===== config.mk =====
export PLATFORM = sky130hd
export DESIGN_NAME = sxu_top
export DESIGN_NICKNAME = d
export VERILOG_FILES = /design/src/rtl/sxu_pkg.sv /design/src/rtl/sxu_regs.sv /design/src/rtl/sxu_clkgen.sv /design/src/rtl/sxu_shifter.sv /design/src/rtl/sxu_top.sv
export SDC_FILE = /design/constraint.sdc
export NUM_CORES = 1
export LEC_CHECK = 0
export ABC_CLOCK_PERIOD_IN_PS = 1900
export CORE_MARGIN = 2
export CORE_UTILIZATION = 45
export DETAILED_ROUTE_END_ITERATION = 6
export PLACE_DENSITY = 0.76
export SLEW_MARGIN = 20
export SYNTH_ARGS = -nofsm -noshare
export SYNTH_HDL_FRONTEND = slang
export SYNTH_SLANG_ARGS = --single-unit

===== constraint.sdc =====
create_clock -name clk_i -period 1.9 [get_ports clk_i]
set_input_delay 0.285 -clock clk_i [delete_from_list [all_inputs] [get_ports clk_i]]
set_output_delay 0.285 -clock clk_i [all_outputs]
set_load 0.05 [all_outputs]

===== src/rtl/sxu_pkg.sv =====
package sxu_pkg;
  typedef enum logic [1:0] {
    SEL_DIV_A = 2'd0,
    SEL_DIV_B = 2'd1,
    SEL_DIV_C = 2'd2,
    SEL_EXT   = 2'd3
  } clk_sel_e;

  localparam logic [1:0] ADDR_DATA   = 2'd0;
  localparam logic [1:0] ADDR_CTRL   = 2'd1;
  localparam logic [1:0] ADDR_STATUS = 2'd2;

  localparam int CTRL_NEG_BIT  = 2;
  localparam int CTRL_IRQE_BIT = 3;
  localparam int CTRL_TRIG_BIT = 4;

  typedef struct packed {
    logic     irq_en;
    logic     neg_pol;
    clk_sel_e sel;
  } ctrl_t;
endpackage


===== src/rtl/sxu_regs.sv =====
module sxu_regs
  import sxu_pkg::*;
#(
  parameter int DATA_W = 8
) (
  input  logic              clk_i,
  input  logic              rst_ni,
  input  logic [1:0]        addr_i,
  input  logic              we_i,
  input  logic              re_i,
  input  logic [DATA_W-1:0] wdata_i,
  output logic [DATA_W-1:0] rdata_o,
  input  logic              busy_i,
  input  logic              done_i,
  input  logic [DATA_W-1:0] sreg_i,
  output ctrl_t             ctrl_o,
  output logic              start_o,
  output logic              load_o,
  output logic              irq_o
);
  localparam int CTRL_W = $bits(ctrl_t);

  ctrl_t ctrl_q;
  logic  flag_q;
  logic  wr_ctrl, wr_data, rd_stat;

  assign wr_ctrl = we_i && (addr_i == ADDR_CTRL) && !busy_i;
  assign wr_data = we_i && (addr_i == ADDR_DATA) && !busy_i;
  assign rd_stat = re_i && (addr_i == ADDR_STATUS);
  assign start_o = wr_ctrl && wdata_i[CTRL_TRIG_BIT];
  assign load_o  = wr_data;

  always_ff @(posedge clk_i or negedge rst_ni) begin
    if (!rst_ni) begin
      ctrl_q <= '0;
    end else if (wr_ctrl) begin
      ctrl_q.sel     <= clk_sel_e'(wdata_i[1:0]);
      ctrl_q.neg_pol <= wdata_i[CTRL_NEG_BIT];
      ctrl_q.irq_en  <= wdata_i[CTRL_IRQE_BIT];
    end
  end

  always_ff @(posedge clk_i or negedge rst_ni) begin
    if (!rst_ni)      flag_q <= 1'b0;
    else if (done_i)  flag_q <= 1'b1;
    else if (rd_stat) flag_q <= 1'b0;
  end

  always_comb begin
    rdata_o = '0;
    case (addr_i)
      ADDR_DATA:   rdata_o = sreg_i;
      ADDR_CTRL:   rdata_o[CTRL_W-1:0] = ctrl_q;
      ADDR_STATUS: rdata_o[1:0] = {flag_q, ~busy_i};
      default:     rdata_o = '0;
    endcase
  end

  assign ctrl_o = ctrl_q;
  assign irq_o  = flag_q & ctrl_q.irq_en;

  p_no_trig_busy_r8: assert property (@(posedge clk_i) disable iff (!rst_ni)
    (busy_i && we_i) |=> $stable(ctrl_q));
  p_flag_set_r9: assert property (@(posedge clk_i) disable iff (!rst_ni)
    done_i |=> flag_q);
endmodule


===== src/rtl/sxu_clkgen.sv =====
module sxu_clkgen
  import sxu_pkg::*;
#(
  parameter int DIV_A       = 2,
  parameter int DIV_B       = 8,
  parameter int DIV_C       = 32,
  parameter int SYNC_STAGES = 2
) (
  input  logic     clk_i,
  input  logic     rst_ni,
  input  clk_sel_e sel_i,
  input  logic     busy_i,
  input  logic     sclk_i,
  output logic     sclk_o,
  output logic     sclk_oe_o,
  output logic     rise_o,
  output logic     fall_o
);
  localparam int HALF_A   = DIV_A / 2;
  localparam int HALF_B   = DIV_B / 2;
  localparam int HALF_C   = DIV_C / 2;
  localparam int HALF_MAX = (HALF_A > HALF_B) ? ((HALF_A > HALF_C) ? HALF_A : HALF_C)
                                              : ((HALF_B > HALF_C) ? HALF_B : HALF_C);
  localparam int HW = (HALF_MAX > 1) ? $clog2(HALF_MAX) : 1;

  logic [HW-1:0] hc_q, half_m1;
  logic          sclk_q, tick, master, run_m, run_s;
  logic [SYNC_STAGES:0] sync_q;
  logic          s_now, s_old;

  assign master = (sel_i != SEL_EXT);
  assign run_m  = busy_i && master;
  assign run_s  = busy_i && !master;

  always_comb begin
    case (sel_i)
      SEL_DIV_A: half_m1 = HW'(HALF_A - 1);
      SEL_DIV_B: half_m1 = HW'(HALF_B - 1);
      default:   half_m1 = HW'(HALF_C - 1);
    endcase
  end

  assign tick = run_m && (hc_q == half_m1);

  always_ff @(posedge clk_i or negedge rst_ni) begin
    if (!rst_ni) begin
      hc_q   <= '0;
      sclk_q <= 1'b1;
    end else if (!run_m) begin
      hc_q   <= '0;
      sclk_q <= 1'b1;
    end else if (tick) begin
      hc_q   <= '0;
      sclk_q <= ~sclk_q;
    end else begin
      hc_q   <= hc_q + 1'b1;
    end
  end

  always_ff @(posedge clk_i or negedge rst_ni) begin
    if (!rst_ni) sync_q <= '1;
    else         sync_q <= {sync_q[SYNC_STAGES-1:0], sclk_i};
  end
  assign s_now = sync_q[SYNC_STAGES-1];
  assign s_old = sync_q[SYNC_STAGES];

  assign rise_o    = (tick && !sclk_q) || (run_s && s_now && !s_old);
  assign fall_o    = (tick &&  sclk_q) || (run_s && !s_now && s_old);
  assign sclk_o    = sclk_q;
  assign sclk_oe_o = master;

  p_idle_high_r3: assert property (@(posedge clk_i) disable iff (!rst_ni)
    !busy_i |-> sclk_q);
  p_edges_busy_r2: assert property (@(posedge clk_i) disable iff (!rst_ni)
    (rise_o || fall_o) |-> busy_i);
  p_one_edge_r6: assert property (@(posedge clk_i) disable iff (!rst_ni)
    !(rise_o && fall_o));
endmodule


===== src/rtl/sxu_shifter.sv =====
module sxu_shifter #(
  parameter int DATA_W = 8
) (
  input  logic              clk_i,
  input  logic              rst_ni,
  input  logic              start_i,
  input  logic              load_i,
  input  logic [DATA_W-1:0] load_data_i,
  input  logic              rise_i,
  input  logic              fall_i,
  input  logic              sin_i,
  output logic              busy_o,
  output logic              done_o,
  output logic [DATA_W-1:0] sreg_o
);
  localparam int CW = $clog2(DATA_W);
  localparam logic [CW-1:0] LAST = CW'(DATA_W - 1);

  logic [DATA_W-1:0] sreg_q;
  logic [CW-1:0]     cnt_q;
  logic              busy_q, done_q, rx_q;

  always_ff @(posedge clk_i or negedge rst_ni) begin
    if (!rst_ni) begin
      sreg_q <= '0;
      cnt_q  <= '0;
      busy_q <= 1'b0;
      done_q <= 1'b0;
      rx_q   <= 1'b0;
    end else begin
      done_q <= 1'b0;
      if (!busy_q) begin
        if (load_i) sreg_q <= load_data_i;
        if (start_i) begin
          busy_q <= 1'b1;
          cnt_q  <= '0;
        end
      end else if (rise_i) begin
        if (cnt_q == LAST) begin
          // final bit goes straight in; transfer ends with clock high
          sreg_q <= {sin_i, sreg_q[DATA_W-1:1]};
          busy_q <= 1'b0;
          done_q <= 1'b1;
          cnt_q  <= '0;
        end else begin
          rx_q  <= sin_i;
          cnt_q <= cnt_q + 1'b1;
        end
      end else if (fall_i && cnt_q != '0) begin
        sreg_q <= {rx_q, sreg_q[DATA_W-1:1]};
      end
    end
  end

  assign busy_o = busy_q;
  assign done_o = done_q;
  assign sreg_o = sreg_q;

  p_start_only_r2: assert property (@(posedge clk_i) disable iff (!rst_ni)
    $rose(busy_q) |-> $past(start_i));
  p_load_ignored_r8: assert property (@(posedge clk_i) disable iff (!rst_ni)
    (busy_q && !rise_i && !fall_i) |=> $stable(sreg_q));
  p_done_end_r3: assert property (@(posedge clk_i) disable iff (!rst_ni)
    done_q |-> (!busy_q && $past(busy_q) && $past(rise_i)));
endmodule


===== src/rtl/sxu_top.sv =====
module sxu_top
  import sxu_pkg::*;
#(
  parameter int DATA_W        = 8,
  parameter int DIV_A         = 2,
  parameter int DIV_B         = 8,
  parameter int DIV_C         = 32,
  parameter int SYNC_STAGES   = 2,
  parameter bit STATUS_PIN_EN = 1'b1
) (
  input  logic              clk_i,
  input  logic              rst_ni,
  input  logic [1:0]        addr_i,
  input  logic              we_i,
  input  logic              re_i,
  input  logic [DATA_W-1:0] wdata_i,
  output logic [DATA_W-1:0] rdata_o,
  input  logic              sin_i,
  output logic              sout_o,
  input  logic              sclk_i,
  output logic              sclk_o,
  output logic              sclk_oe_o,
  output logic              siof_o,
  output logic              irq_o
);
  ctrl_t             ctrl;
  logic              busy, done, start, load, rise, fall;
  logic [DATA_W-1:0] sreg;

  sxu_regs #(.DATA_W(DATA_W)) u_regs (
    .clk_i, .rst_ni, .addr_i, .we_i, .re_i, .wdata_i, .rdata_o,
    .busy_i(busy), .done_i(done), .sreg_i(sreg),
    .ctrl_o(ctrl), .start_o(start), .load_o(load), .irq_o
  );

  sxu_clkgen #(.DIV_A(DIV_A), .DIV_B(DIV_B), .DIV_C(DIV_C),
               .SYNC_STAGES(SYNC_STAGES)) u_clk (
    .clk_i, .rst_ni, .sel_i(ctrl.sel), .busy_i(busy), .sclk_i,
    .sclk_o, .sclk_oe_o, .rise_o(rise), .fall_o(fall)
  );

  sxu_shifter #(.DATA_W(DATA_W)) u_shift (
    .clk_i, .rst_ni, .start_i(start), .load_i(load), .load_data_i(wdata_i),
    .rise_i(rise), .fall_i(fall), .sin_i(sin_i ^ ctrl.neg_pol),
    .busy_o(busy), .done_o(done), .sreg_o(sreg)
  );

  assign sout_o = sreg[0] ^ ctrl.neg_pol;

  generate
    if (STATUS_PIN_EN) begin : g_pin
      assign siof_o = busy;
    end else begin : g_nopin
      assign siof_o = 1'b0;
    end
  endgenerate

  p_irq_gate_r9: assert property (@(posedge clk_i) disable iff (!rst_ni)
    $rose(irq_o) |-> $past(done) || $past(we_i));
endmodule


==> results of run 1 <==
routing by layer:
layer  vias to the layer above  share of wire (%)
li1                        573                  -
met2                        20                 51
met1                       556                 45
met4                         0                1.0
met5                         -                  0
met3                         4                3.1
power by group through the flow:
| stage | clock network [mW] | logic [mW] | registers, mW |
|---|---|---|---|
| global placement | 0 | 1.31 | 0.955 |
| detailed placement | 0 | 1.34 | 0.972 |
| floorplan | 0 | 0.839 | 0.961 |
| global route | 0.279 | 1.83 | 1.03 |
| CTS | 0.257 | 1.55 | 0.966 |
| finish | 0.246 | 1.72 | 1.00 |
flip-flops by register name, summed over array words and instances (netlist names):
register	count
u_shift.sreg_o	8
u_clk.hc_q	4
u_regs.ctrl_o	4
u_clk.sync_q	3
u_shift.cnt_q	3
u_clk.sclk_o	1
u_regs.flag_q	1
u_shift.busy_o	1
u_shift.done_o	1
u_shift.rx_q	1
cell usage in the layout (no fill, tap or decap), types with 4 or more instances in the layout:
cell type,synthesis,final
sky130_fd_sc_hd__buf_12,0,9
sky130_fd_sc_hd__nand2_1,10,8
sky130_fd_sc_hd__dfstp_2,4,4
sky130_fd_sc_hd__ha_1,4,4
sky130_fd_sc_hd__inv_1,9,9
sky130_fd_sc_hd__and2_1,4,4
sky130_fd_sc_hd__buf_4,1,29
sky130_fd_sc_hd__mux2_2,17,10
sky130_fd_sc_hd__dfrtp_2,0,5
sky130_fd_sc_hd__mux2i_1,7,7
sky130_fd_sc_hd__mux2_4,0,7
sky130_fd_sc_hd__clkdlybuf4s50_1,0,15
sky130_fd_sc_hd__buf_6,0,6
sky130_fd_sc_hd__dfrtp_1,23,18
sky130_fd_sc_hd__nor3_1,7,5
through the flow:
stage	cell area (µm²)	instances
final	2260	234
after global routing	2260	234
after CTS	2110	228
after detailed placement	1960	217
after global placement	1960	217
after floorplan	1440	132
timing repair:
item | CTS | global route
cloned | 0 | 0
buffers inserted | 7 | 6
hold endpoints to repair | 0 | 0
gates resized for setup | 15 | 25
endpoints found under the setup margin | 10 | 12
pin swaps | 6 | 9
final timing paths:
kind	start	end	depth (start not counted)
min	rst_ni	u_regs.flag_q	2
max in group asynchronous	rst_ni	u_clk.sync_q[0]	2
max	u_regs.ctrl_o[0]	u_shift.sreg_o[0]	7
max reg2reg	u_regs.ctrl_o[0]	u_shift.sreg_o[0]	7
min reg2reg	u_clk.sync_q[0]	u_clk.sync_q[1]	0
min in group clk_i	sclk_i	u_clk.sync_q[0]	1
area by class of cell:
class | instances | area share (%)
inverters | 9 | 1.50
clock buffers | 4 | 1.16
repair buffers | 59 | 27.3
well taps | 44 | 2.44
flip-flops and latches | 27 | 30.4
multi-input cells | 91 | 37.2
cell families after synthesis:
| kind of cell | Yosys count |
|---|---|
| flip-flops | 27 |
| AND/OR/NAND/NOR | 41 |
| buffers and inverters | 14 |
| multiplexers | 24 |
| adder cells (fa/ha/maj) | 4 |
| AO/OA/AOI/OAI | 17 |
| XOR/XNOR | 5 |
worst register-to-register path, stage by stage (launching register included):
cell and delay, ps:
sky130_fd_sc_hd__dfrtp_2 470, sky130_fd_sc_hd__buf_6 130, sky130_fd_sc_hd__nand3_4 70, sky130_fd_sc_hd__or3b_4 410
sky130_fd_sc_hd__a21o_1 200, sky130_fd_sc_hd__a31oi_4 160, sky130_fd_sc_hd__buf_12 150, sky130_fd_sc_hd__mux2_4 300
==> run summary, run 1 <==
The clock passes through at most 2 buffers. The power per cell area is 1310 nW/µm², and the global-route wire length before repair is 5800 µm. After synthesis, the share of cell area in mux cells is 18.3%.

For this design, the sink count on the clock tree is 27. From synthesis to final layout, the design area changed by 58.4%. Most utilized layer in the global route result: met2.

The repair_antennas step left the layout with diodes totalling 0. The synthesized netlist devotes 8.43% of its cell area to compound gates. For the residual DRC count, the log shows 0. The number of buffers and inverters on the critical path is 2. For the effective utilization at floorplan, the log shows 47.1%.

By area the synthesized netlist is led by sky130_fd_sc_hd__dfrtp_1 (40%), sky130_fd_sc_hd__mux2_2 (13%), sky130_fd_sc_hd__dfstp_2 (7.4%), sky130_fd_sc_hd__mux2i_1 (4.9%), sky130_fd_sc_hd__ha_1 (3.5%). The later pin in the worst-skew pair is clocked with a latency of 320 ps. On the worst path, the slowest cell contributes a delay of 470 ps. The die is 60.3 µm wide.

Between clock sinks in the finished design, the worst skew comes to 12.7 ps. Total iterations of the first detailed-routing run: 4. The number of H-tree levels was 1; the sequential fraction of design power was 33.7%.

The setup TNS after final layout was -618 ps; the worst setup slack before clock tree synthesis was -175 ps. During synthesis, Yosys emitted a total of 0 warnings. Measured along the y axis, the die boundary spans 60.3 µm.

The core region is 3030 µm². Clock-pin slew was measured on the worst setup and hold paths at 150 ps. Most frequently used cell type in the post-synthesis netlist: sky130_fd_sc_hd__dfrtp_1. After legalization and detailed placement, the total HPWL measured 2450 µm. The run gives 840 µm² as the footprint of the multi-input gates. Synthesis produced 132 cells. The slowest stage of the critical path belongs to the cell sky130_fd_sc_hd__dfrtp_2. Walking the worst path, the cells encountered are buf_6 > nand3_4 > or3b_4 > a21o_1 > a31oi_4 > buf_12 > mux2_4. The logs give 8 for the final setup violation count and 1.01 nW for the static power due to leakage. The run finished, with violations left. The critical path start-end classification was register to register. The tools report the final count of pins violating max slew as 0. For the pin with the worst max-slew slack, the measured transition is 353 ps. Of all nets on the critical path, the largest fanout is 8. For the remaining antenna violation count after routing, the log shows 0. For this run, global-route usage on met1 was measured as 27.5%. The run gives 211 as the final layout net count.

At the end of the flow the core is filled with cells to 74.5%. Counting I/O delays and the setup requirement, the final critical path takes 2010 ps. The worst path uses 106% of the clock period.

After filler insertion, the fill cell instance count of the layout stands at 213. The routed layout has 1153 vias. After global routing the overflow that remains totals 0. The adder and majority cell fraction of the synthesized area was 3.51%. The floorplan step defined a die boundary enclosing 3630 µm². In the routed layout, each cell is associated on average with a via count of 4.93.

Setup repair after global routing could not meet its margin everywhere. The floorplan row count was 20. The total CTS buffers was 3. After synthesis the netlist holds a flip-flop and latch count of 27.

The worst-case IR drop observed on VDD is 0.000561 V. The checks that failed: negative setup slack. TritonCTS built the clock tree. Measured against its own limit, the worst slew margin works out to 76.3%. For this run, the total global-route usage over all layers was measured as 21.7%. The placer congestion estimate was 0.869. After synthesis, the largest family of logic cells by area is multiplexers. For met3 alone, demand over resource in global routing was 3.46%. Across all hold checks on the routed design, the worst slack comes to 307 ps.

The data required time of the critical path came out at 2110 ps. The proportion of netlist area held by the largest area contributor was 40.4%. In this run, distinct cell masters in the synthesized netlist total 32. Entering global routing, the biggest net connects 28 pins. For the fmax, the log shows 498 MHz. For the clock power share, the log shows 8.3%. 29 I/O pins were placed. The first routing iteration left 81 violations. Max-cap violations in this run came to 0. The final count of hold timing violations was 0. The switching portion of total power came out at 40.2%. STA classifies the critical path endpoint as a register. The number of hold buffers added after cts is 0, and the number of global-route vias before repair is 1217.

After Yosys synthesis, and, or, nand and nor cells account for 14.9% of the synthesized area. The number of flops mapped to enable cells by yosys is 0. The cell type with the largest total area after synthesis is sky130_fd_sc_hd__dfrtp_1. The most used flip-flop cell after synthesis is sky130_fd_sc_hd__dfrtp_1.

The logs give 58.0% for the share of total power in combinational logic and 1.77 mW for the cell internal power dissipation. By count the netlist is led by sky130_fd_sc_hd__dfrtp_1 (23), sky130_fd_sc_hd__mux2_2 (17), sky130_fd_sc_hd__nand2_1 (10), sky130_fd_sc_hd__inv_1 (9). In this run the worst hold path is classified as input pin to async pin.

The post-route netlist has 48.9% of its cells at a drive strength greater than 1. Summing every instance area after synthesis gives 1430 µm². Dividing the detail-routed wire length by the instance count gives 15.0 µm.

The register-to-register setup slack is -110 ps. The switching power summed over all nets was 1.19 mW; the fraction of synthesis flops using an asynchronous set or reset pin was 100%. The logs give 0 for the number of antenna violations at the first check in global routing and 2220 ps for the arrival time reported for the critical path endpoint. For the smallest setup slack after layout, the log shows -110 ps. The share of the Yosys chip area taken by registers is 47.8%. Summing internal, switching and leakage power gives 2.96 mW.

The kind of cell adding the most delay to the critical path was simple AND/OR/NAND/NOR gates. The post-synthesis share of cell area spent on xor and xnor gates works out to 3.07%. The tree is rooted in a sky130_fd_sc_hd__clkbuf_4.

For this run, global-route usage on met2 was measured as 37.6%. Synthesis produced a netlist with a net count of 152. In this run the tool buffered the top-level ports with 28 buffer cells. Summing all flip-flop and latch instances after layout gives 687 µm².

The routed design has 3510 µm of wire. The worst setup path is launched from a register. The average instance in the mapped netlist occupies 10.8 µm².
Power figures use the tool's default switching activity.
==> inputs of run 2 (changes only) <==
--- a/config.mk
+++ b/config.mk
@@ -10,6 +10,7 @@
 export CORE_UTILIZATION = 45
 export DETAILED_ROUTE_END_ITERATION = 6
 export PLACE_DENSITY = 0.76
+export REMOVE_ABC_BUFFERS = 1
 export SLEW_MARGIN = 20
 export SYNTH_ARGS = -nofsm -noshare
 export SYNTH_HDL_FRONTEND = slang
==> run summary, run 2 (same netlist as run 1, synthesis figures left out) <==
The slew at the pin closest to its max-slew limit is 356 ps (+3.70 ps), and the biggest fanout along the worst timing path is 8 (unchanged). The clock slew at the register clock pins of the worst setup and hold paths was 140 ps (about the same). The clock insertion delay at the later pin of the skew report came out at 320 ps (about the same). Global-route wire length before repair: 5600 µm (-3.6%). Number of H-tree levels: 1 (unchanged).

The global-route total usage across every layer came out at 20.7% (-1.0 points). In the layout the commonest cells are sky130_fd_sc_hd__buf_4 (28), sky130_fd_sc_hd__dfrtp_1 (23), sky130_fd_sc_hd__clkdlybuf4s50_1 (15). The smallest setup slack after layout is -79.7 ps (+29.8 ps). For the post-route core utilization, the log shows 70.1% (-4.5 points). Capture point of the critical path: u_shift.sreg_o[5]. The worst clock skew is 5.49 ps (-7.26 ps). The commonest non-fill, non-tap cell in the layout is sky130_fd_sc_hd__buf_4.

The run gives 3 (unchanged) as the total CTS buffers. For the worst slew margin relative to its limit, the log shows 76.1% (-0.25 points). The total iterations of the first detailed-routing run came out at 4 (unchanged). The most critical setup path has its startpoint at u_clk.hc_q[1].

The number of hold buffers added after cts was 0 (unchanged); the worst setup slack before clock tree synthesis was -128 ps (+47.1 ps). The buffer depth of the longest clock path is 2 (unchanged), and the number of cells traversed by the worst register-to-register path is 7 (unchanged). The total placed cells including tap cells is 219 (+0.92%), and the floorplan row count is 20 (unchanged). For the final count of hold timing violations, the log shows 0 (unchanged). The largest incremental delay on the critical path works out to 440 ps (-30 ps).

The number of global-route vias before repair was 1242 (+2.1%); the pin count of the biggest net entering global routing was 28 (unchanged). The number of violations reported at the end of detailed-routing iteration 0 is 50 (-38%). The flow ran to the end, but the final reports show violations. The tools report the detailed-placement wirelength estimate as 2460 µm (+0.48%).

Walking the worst path, the cells encountered are and3_4 > nand3_4 > a211o_1 > a21o_1 > a31oi_4 > buf_12 > mux2_4. The run gives -80 ps (+30 ps) as the register-to-register setup slack. The final critical-path required period was 1980 ps (-29.8 ps); the core area was 3030 µm² (unchanged). Average vias per placed instance: 5.07 (+2.8%). The checks that failed: negative setup slack.

The die extent in x works out to 60.3 µm (unchanged). The logs give 0.974 nW (-3.4%) for the static power due to leakage and 0.000673 V (+20%) for the worst ir drop on vdd. The worst register-to-register path ends at u_shift.sreg_o[5]. The startpoint type of the worst setup path was a register.

The run gives 0 (unchanged) as the residual DRC count. The tools report the placed cell area as 1970 µm² (+0.64%). The arrival time reported for the critical path endpoint was 2200 ps (-20 ps).

The remaining antenna violation count after routing came out at 0 (unchanged). Compared with the post-synthesis result, the final layout area differs by 48.9%. The cell with the largest stage delay on the worst path is sky130_fd_sc_hd__dfrtp_1. The worst setup path is captured at a register. The overall power came out at 2.75 mW (-7.3%).

The run gives 2120 µm² (-6.0%) as the final design area excluding fillers. The tools report the number of maximum-capacitance constraint violations as 0 (unchanged). The die area came out at 3630 µm² (unchanged). The startpoint of the most critical register-to-register path is u_clk.hc_q[1].

The total number of clock tree sinks came out at 27 (unchanged). The power per cell area is 1290 nW/µm² (-1.4%), and the final setup violation count is 8 (unchanged). For the number of antenna diodes, the log shows 0 (unchanged). The critical path start-end classification was register to register. The min-delay analysis places its worst path in the category input pin to async pin. The count of buffers inserted at the top-level ports is 28 (unchanged), and the data required time of the critical path is 2120 ps (about the same). The logs give 0.818 (-6.0%) for the placer congestion estimate and 1155 (+0.17%) for the detailed-route via count.

Portion of the clock cycle consumed by the worst path in the final layout: 104% (-1.6 points). The run gives 0 (unchanged) as the total grt overflow. TritonCTS built the clock tree. The effective utilization at floorplan came out at 47.1% (unchanged). The final layout net count was 205 (-2.8%); the average wire per standard cell was 14.8 µm (-1.3%). The non-filler instance count after layout came out at 228 (-2.6%). Root buffer cell: sky130_fd_sc_hd__clkbuf_4. The final count of pins violating max slew is 0 (unchanged).

Setup repair after global routing could not meet its margin everywhere. The height of the chip works out to 60.3 µm (unchanged). The tools report the number of antenna violations at the first check in global routing as 0 (unchanged). For the total wire length, the log shows 3380 µm (-3.8%).

The fmax was 505 MHz (+1.5%); the number of flip-flops in the largest register was 8 (unchanged). The share of cells above drive strength 1 was 39.7% (-9.3 points); the number of ports placed on the die boundary was 29 (unchanged).
run 2: changes by cell type in the layout (fill, tap and decap cells not counted), sizes merged:
cell	change
buf	-6
run 2: metal layers:
metal	track usage, %	part of all wire (%)
met1	27.8	44
met2	34.9	52
met3	2.81	3.3
met4	5.08	0.44
met5	0	0
run 2: report_power, final:
part / total (mW) / internal (mW) / switching, mW
sequential: 0.973 / 0.779 / 0.194
clock: 0.248 / 0.0822 / 0.166
combinational: 1.53 / 0.791 / 0.734
total: 2.75 / 1.65 / 1.09
run 2: how the worst min path moves through the flow:
stage / endpoint / startpoint / slack [ps] / depth (start not counted)
after floorplan: u_clk.hc_q[0] / rst_ni / -10 / 0
after global placement: u_clk.sync_q[1] / u_clk.sync_q[0] / 350 / 0
after detailed placement: u_clk.sync_q[1] / u_clk.sync_q[0] / 350 / 0
after CTS: u_clk.sync_q[0] / sclk_i / 320 / 1
after global routing: u_clk.sync_q[0] / sclk_i / 330 / 1
final: u_shift.sreg_o[6] / rst_ni / 330 / 2
run 2: cell type report:
type	count	area (µm²)
tap	44	55.1
inverter	9	33.8
timing repair buffer	53	561
fill	219	906
multi-input combinational	91	766
clock buffer	4	26.3
sequential	27	681
run 2: metrics by stage:
stage	setup TNS [ps]	hold slack [ps]
after global routing	-1140	326
after floorplan	-6020	-10.6
after CTS	-583	324
after global placement	-286	347
final	-508	335
after detailed placement	-892	350
run 2: repair_timing:
action                                  CTS  global route
pin swaps                                 5             3
endpoints found under the setup margin   12            12
buffers inserted                          3             2
gates resized for setup                  10            14
run 2: critical path, delay by kind of cell (launching register included):
family / cells / cell delay [ps]
DFF: 1 / 440
muxes: 1 / 300
and+or+nand+nor: 2 / 310
buffers and inverters: 1 / 150
AOI/OAI and AO/OA: 3 / 680
==> inputs of run 3 (changes only) <==
--- a/config.mk
+++ b/config.mk
@@ -6,12 +6,14 @@
 export NUM_CORES = 1
 export LEC_CHECK = 0
 export ABC_CLOCK_PERIOD_IN_PS = 1900
+export CAP_MARGIN = 20
 export CORE_MARGIN = 2
-export CORE_UTILIZATION = 45
+export CORE_UTILIZATION = 47
 export DETAILED_ROUTE_END_ITERATION = 6
-export PLACE_DENSITY = 0.76
+export PLACE_DENSITY = 0.77
 export REMOVE_ABC_BUFFERS = 1
 export SLEW_MARGIN = 20
 export SYNTH_ARGS = -nofsm -noshare
 export SYNTH_HDL_FRONTEND = slang
+export SYNTH_HIERARCHICAL = 1
 export SYNTH_SLANG_ARGS = --single-unit
==> run summary, run 3 <==
The run finished, with violations left. The checks that failed: negative setup slack. The portion of the clock cycle consumed by the worst path in the final layout was 109% (+5.2 points); the global-route wire length before repair was 7120 µm (+27%). The most used flip-flop cell after synthesis is sky130_fd_sc_hd__dfrtp_1. Worst path buffer plus inverter count: 1 (unchanged). The share of cells above drive strength 1 came out at 39.5% (-0.15 points).

The placer congestion estimate was 0.806 (-1.4%). The number of flip-flops in the largest register is 8 (unchanged), and the number of maximum-capacitance constraint violations is 0 (unchanged). The total of warnings raised by yosys was 6 (+6). In the post-synthesis netlist, the cell with the most instances is sky130_fd_sc_hd__dfrtp_1.

The die extent in x was 63.1 µm (+4.7%). The final count of hold timing violations was 0 (unchanged); the height of the chip was 63.1 µm (+4.7%). Global-route total usage across every layer: 22.3% (+1.6 points). The run gives 64 (+28%) as the number of violations reported at the end of detailed-routing iteration 0.

For the fmax, the log shows 481 MHz (-4.8%). Fraction of synthesis flops using an asynchronous set or reset pin: 100% (unchanged). Class of the worst hold path: input pin to async pin. The worst slew margin relative to its limit was 69.1% (-7.0 points). The run gives 249 (+14%) as the layout filler cell count. In the layout the commonest cells are sky130_fd_sc_hd__buf_4 (29), sky130_fd_sc_hd__dfrtp_1 (23), sky130_fd_sc_hd__clkdlybuf4s50_1 (15).

In this run the clock root is driven by a sky130_fd_sc_hd__clkbuf_4. The power per cell area was 1370 nW/µm² (+6.2%). For the footprint of the multi-input gates, the log shows 950 µm² (+24%). The kind of cell with the highest combined delay along the critical path is compound AO/OA/AOI/OAI gates. The final count of pins violating max slew is 0 (unchanged), and the number of antenna diodes is 0 (unchanged). The nature of the critical path endpoint is a register. The run gives 3340 µm² (+10%) as the core area. Setup repair after global routing could not meet its margin everywhere. The area overhead of the layout relative to synthesis came out at 44.2%. In the post-synthesis netlist, the biggest area contributors are sky130_fd_sc_hd__dfrtp_1 (35%), sky130_fd_sc_hd__dfstp_2 (6.4%), sky130_fd_sc_hd__mux2_2 (4.8%), sky130_fd_sc_hd__mux2i_1 (3.7%), sky130_fd_sc_hd__a211oi_1 (3.7%). The logs give -179 ps (-99.3 ps) for the smallest setup slack after layout and 29 (unchanged) for the number of ports placed on the die boundary. The clock insertion delay at the later pin of the skew report is 330 ps (about the same), and the number of H-tree levels is 1 (unchanged).

The data required time of the critical path is 2140 ps (+20 ps). The final critical-path required period works out to 2080 ps (+99.3 ps). The total number of clock tree sinks is 27 (unchanged). Commonest non-fill, non-tap cell in the layout: sky130_fd_sc_hd__buf_4. The final layout net count is 231 (+13%).

The run gives -1510 ps (-1010 ps) as the setup TNS after final layout. The worst ir drop on vdd was 0.000593 V (-12%). The cell count after synthesis came out at 156 (+18%). The largest incremental delay on the critical path is 450 ps (about the same). The detailed-placement wirelength estimate is 2970 µm (+21%).

The total wire length is 4280 µm (+27%). The slew at the pin closest to its max-slew limit came out at 464 ps (+108 ps). For the final setup violation count, the log shows 12 (+4). The critical path is of the register to register type.

Traced cell by cell, the critical path runs through nor3_2 > nor2_2 > o41ai_4 > buf_4 > o2bb2ai_4 > and2_1 > a211oi_1 > a311oi_2. The count of buffers inserted at the top-level ports was 28 (unchanged). The clock slew at the register clock pins of the worst setup and hold paths is 160 ps (+20 ps), and the proportion of netlist area held by the largest area contributor is 35.1% (-5.3 points). Average vias per placed instance: 5.70 (+12%). The tools report the cell internal power dissipation as 1.86 mW (+13%). Buffer depth of the longest clock path: 2 (unchanged).

The logs give 49.2% (+2.1 points) for the effective utilization at floorplan and 0 (unchanged) for the total grt overflow. For the area occupied by registers, the log shows 681 µm² (unchanged). In the synthesized netlist, the cells that appear most often are sky130_fd_sc_hd__dfrtp_1 (23), sky130_fd_sc_hd__nand2b_1 (9), sky130_fd_sc_hd__a211oi_1 (8), sky130_fd_sc_hd__nor2_1 (8).

The arrival time reported for the critical path endpoint is 2320 ps (+120 ps), and the static power due to leakage is 1.06 nW (+8.5%). The tools report the total iterations of the first detailed-routing run as 4 (unchanged). For the final hold slack, the log shows 304 ps (-30.9 ps). For the switching power summed over all nets, the log shows 1.39 mW (+27%). The switching portion of total power works out to 42.8% (+2.9 points). The biggest fanout along the worst timing path was 7 (-1); the register bit total from synthesis was 27 (unchanged). For the clock power share, the log shows 8.2% (-0.8 points). The number of global-route vias before repair was 1515 (+22%). TritonCTS built the clock tree.

The tools report the total CTS buffers as 3 (unchanged). The number of flops mapped to enable cells by yosys came out at 0 (unchanged). The run gives 21 (+5.0%) as the floorplan row count. The part of the Yosys area used for sequential elements is 41.5% (-6.3 points). STA classifies the critical path startpoint as a register. The remaining antenna violation count after routing is 0 (unchanged). The average wire per standard cell came out at 16.7 µm (+13%). The logs give 28 (unchanged) for the pin count of the biggest net entering global routing and 1458 (+26%) for the detailed-route via count. The worst clock skew was 9.76 ps (+4.27 ps).

The logs give 3980 µm² (+9.6%) for the die area and 46 (+44%) for the number of distinct library cells after synthesis. The mean instance size in the synthesized netlist was 10.5 µm² (-2.5%); the residual DRC count was 0 (unchanged). The cell type with the largest total area after synthesis is sky130_fd_sc_hd__dfrtp_1. Among all stages on the critical path, the largest delay is contributed by sky130_fd_sc_hd__dfrtp_1. The post-synthesis cell area was 1640 µm² (+15%). The tools report the sequential fraction of design power as 30.0% (-5.4 points).

The number of antenna violations at the first check in global routing is 0 (unchanged), and the share of total power in combinational logic is 61.8% (+6.3 points).
## run 3: cell count changes after synthesis, sizes merged, moves of 4 or more
cell,before,now
buf,1,8
nand2b,1,9
mux2,17,7
nand3,5,1
a211oi,0,8
nor2,4,8
## run 3: layer usage
metal	up-vias	global-route usage, %	part of all wire (%)
met3	4	2.50	4.0
met4	0	5.83	0.98
met2	30	40.2	53
met1	741	28.2	42
li1	683	-	-
met5	-	0	0
## run 3: layout make-up
| type | count | share of cell area [%] |
|---|---|---|
| Clock buffer | 3 | 0.951 |
| Clock inverter | 1 | 0.317 |
| Inverter | 6 | 0.951 |
| Multi-Input combinational cell | 113 | 40.1 |
| Sequential cell | 27 | 28.8 |
| Tap cell | 46 | 2.43 |
| Timing Repair Buffer | 60 | 26.5 |
## run 3: power by group through the flow
stage	Sequential, mW	Clock [mW]	Combinational [mW]
6_report	0.976	0.266	2.01
5_1_grt	1.01	0.295	2.14
4_1_cts	0.967	0.269	1.91
3_5_place_dp	0.980	0	1.74
3_3_place_gp	0.968	0	1.68
2_1_floorplan	1.01	0	0.991
## run 3: timing repair
action,in CTS,in global routing
gates resized for setup,9,16
pin swaps,1,6
endpoints found under the setup margin,13,17
gates cloned,0,0
hold buffers,0,0
buffers inserted,6,3
## run 3: logic make-up after synthesis
kind of cell               count (synthesis)  share of synthesized area (%)
adders and majority gates                  4                           3.05
and+or+nand+nor                           55                           20.7
xor gates and xnor gates                   4                           2.13
buffers and inverters                     16                           5.56
AOI/OAI and AO/OA                         37                           18.7
muxes                                     13                           8.46
DFF                                       27                           41.5
## run 3: worst register-to-register path, stage by stage (launching register included)
cell                        delay (ps)
sky130_fd_sc_hd__dfrtp_1           450
sky130_fd_sc_hd__nor3_2            210
sky130_fd_sc_hd__nor2_2             80
sky130_fd_sc_hd__o41ai_4           260
sky130_fd_sc_hd__buf_4             180
sky130_fd_sc_hd__o2bb2ai_4         150
sky130_fd_sc_hd__and2_1            340
sky130_fd_sc_hd__a211oi_1          100
sky130_fd_sc_hd__a311oi_2          220
## run 3: per-stage QoR
step                      total power, mW  util (%)  setup WS (ps)  area [µm²]  std cells
final                                3.25      70.9           -179        2370        256
after floorplan                      2.00         -          -1100        1570        146
after CTS                            3.14      68.9           -135        2300        253
after global placement               2.64      65.0          -71.6        2170        243
after detailed placement             2.72      65.0           -159        2170        243
after global routing                 3.44      70.9           -316        2370        256
## run 3: path summary, 6_finish.rpt
check,start,to,slack (ps),depth (start not counted)
worst max register to register,u_regs/ctrl_o[0],u_shift/sreg_o[5],-180,8
worst max-delay path,u_regs/ctrl_o[0],u_shift/sreg_o[5],-180,8
worst min register to register,u_clk/sync_q[0],u_clk/sync_q[1],370,0
max in group asynchronous,rst_ni,u_clk/sync_q[1],1290,2
min in group clk_i,sclk_i,u_clk/sync_q[0],330,1
worst min-delay path,rst_ni,u_shift/cnt_q[1],300,2
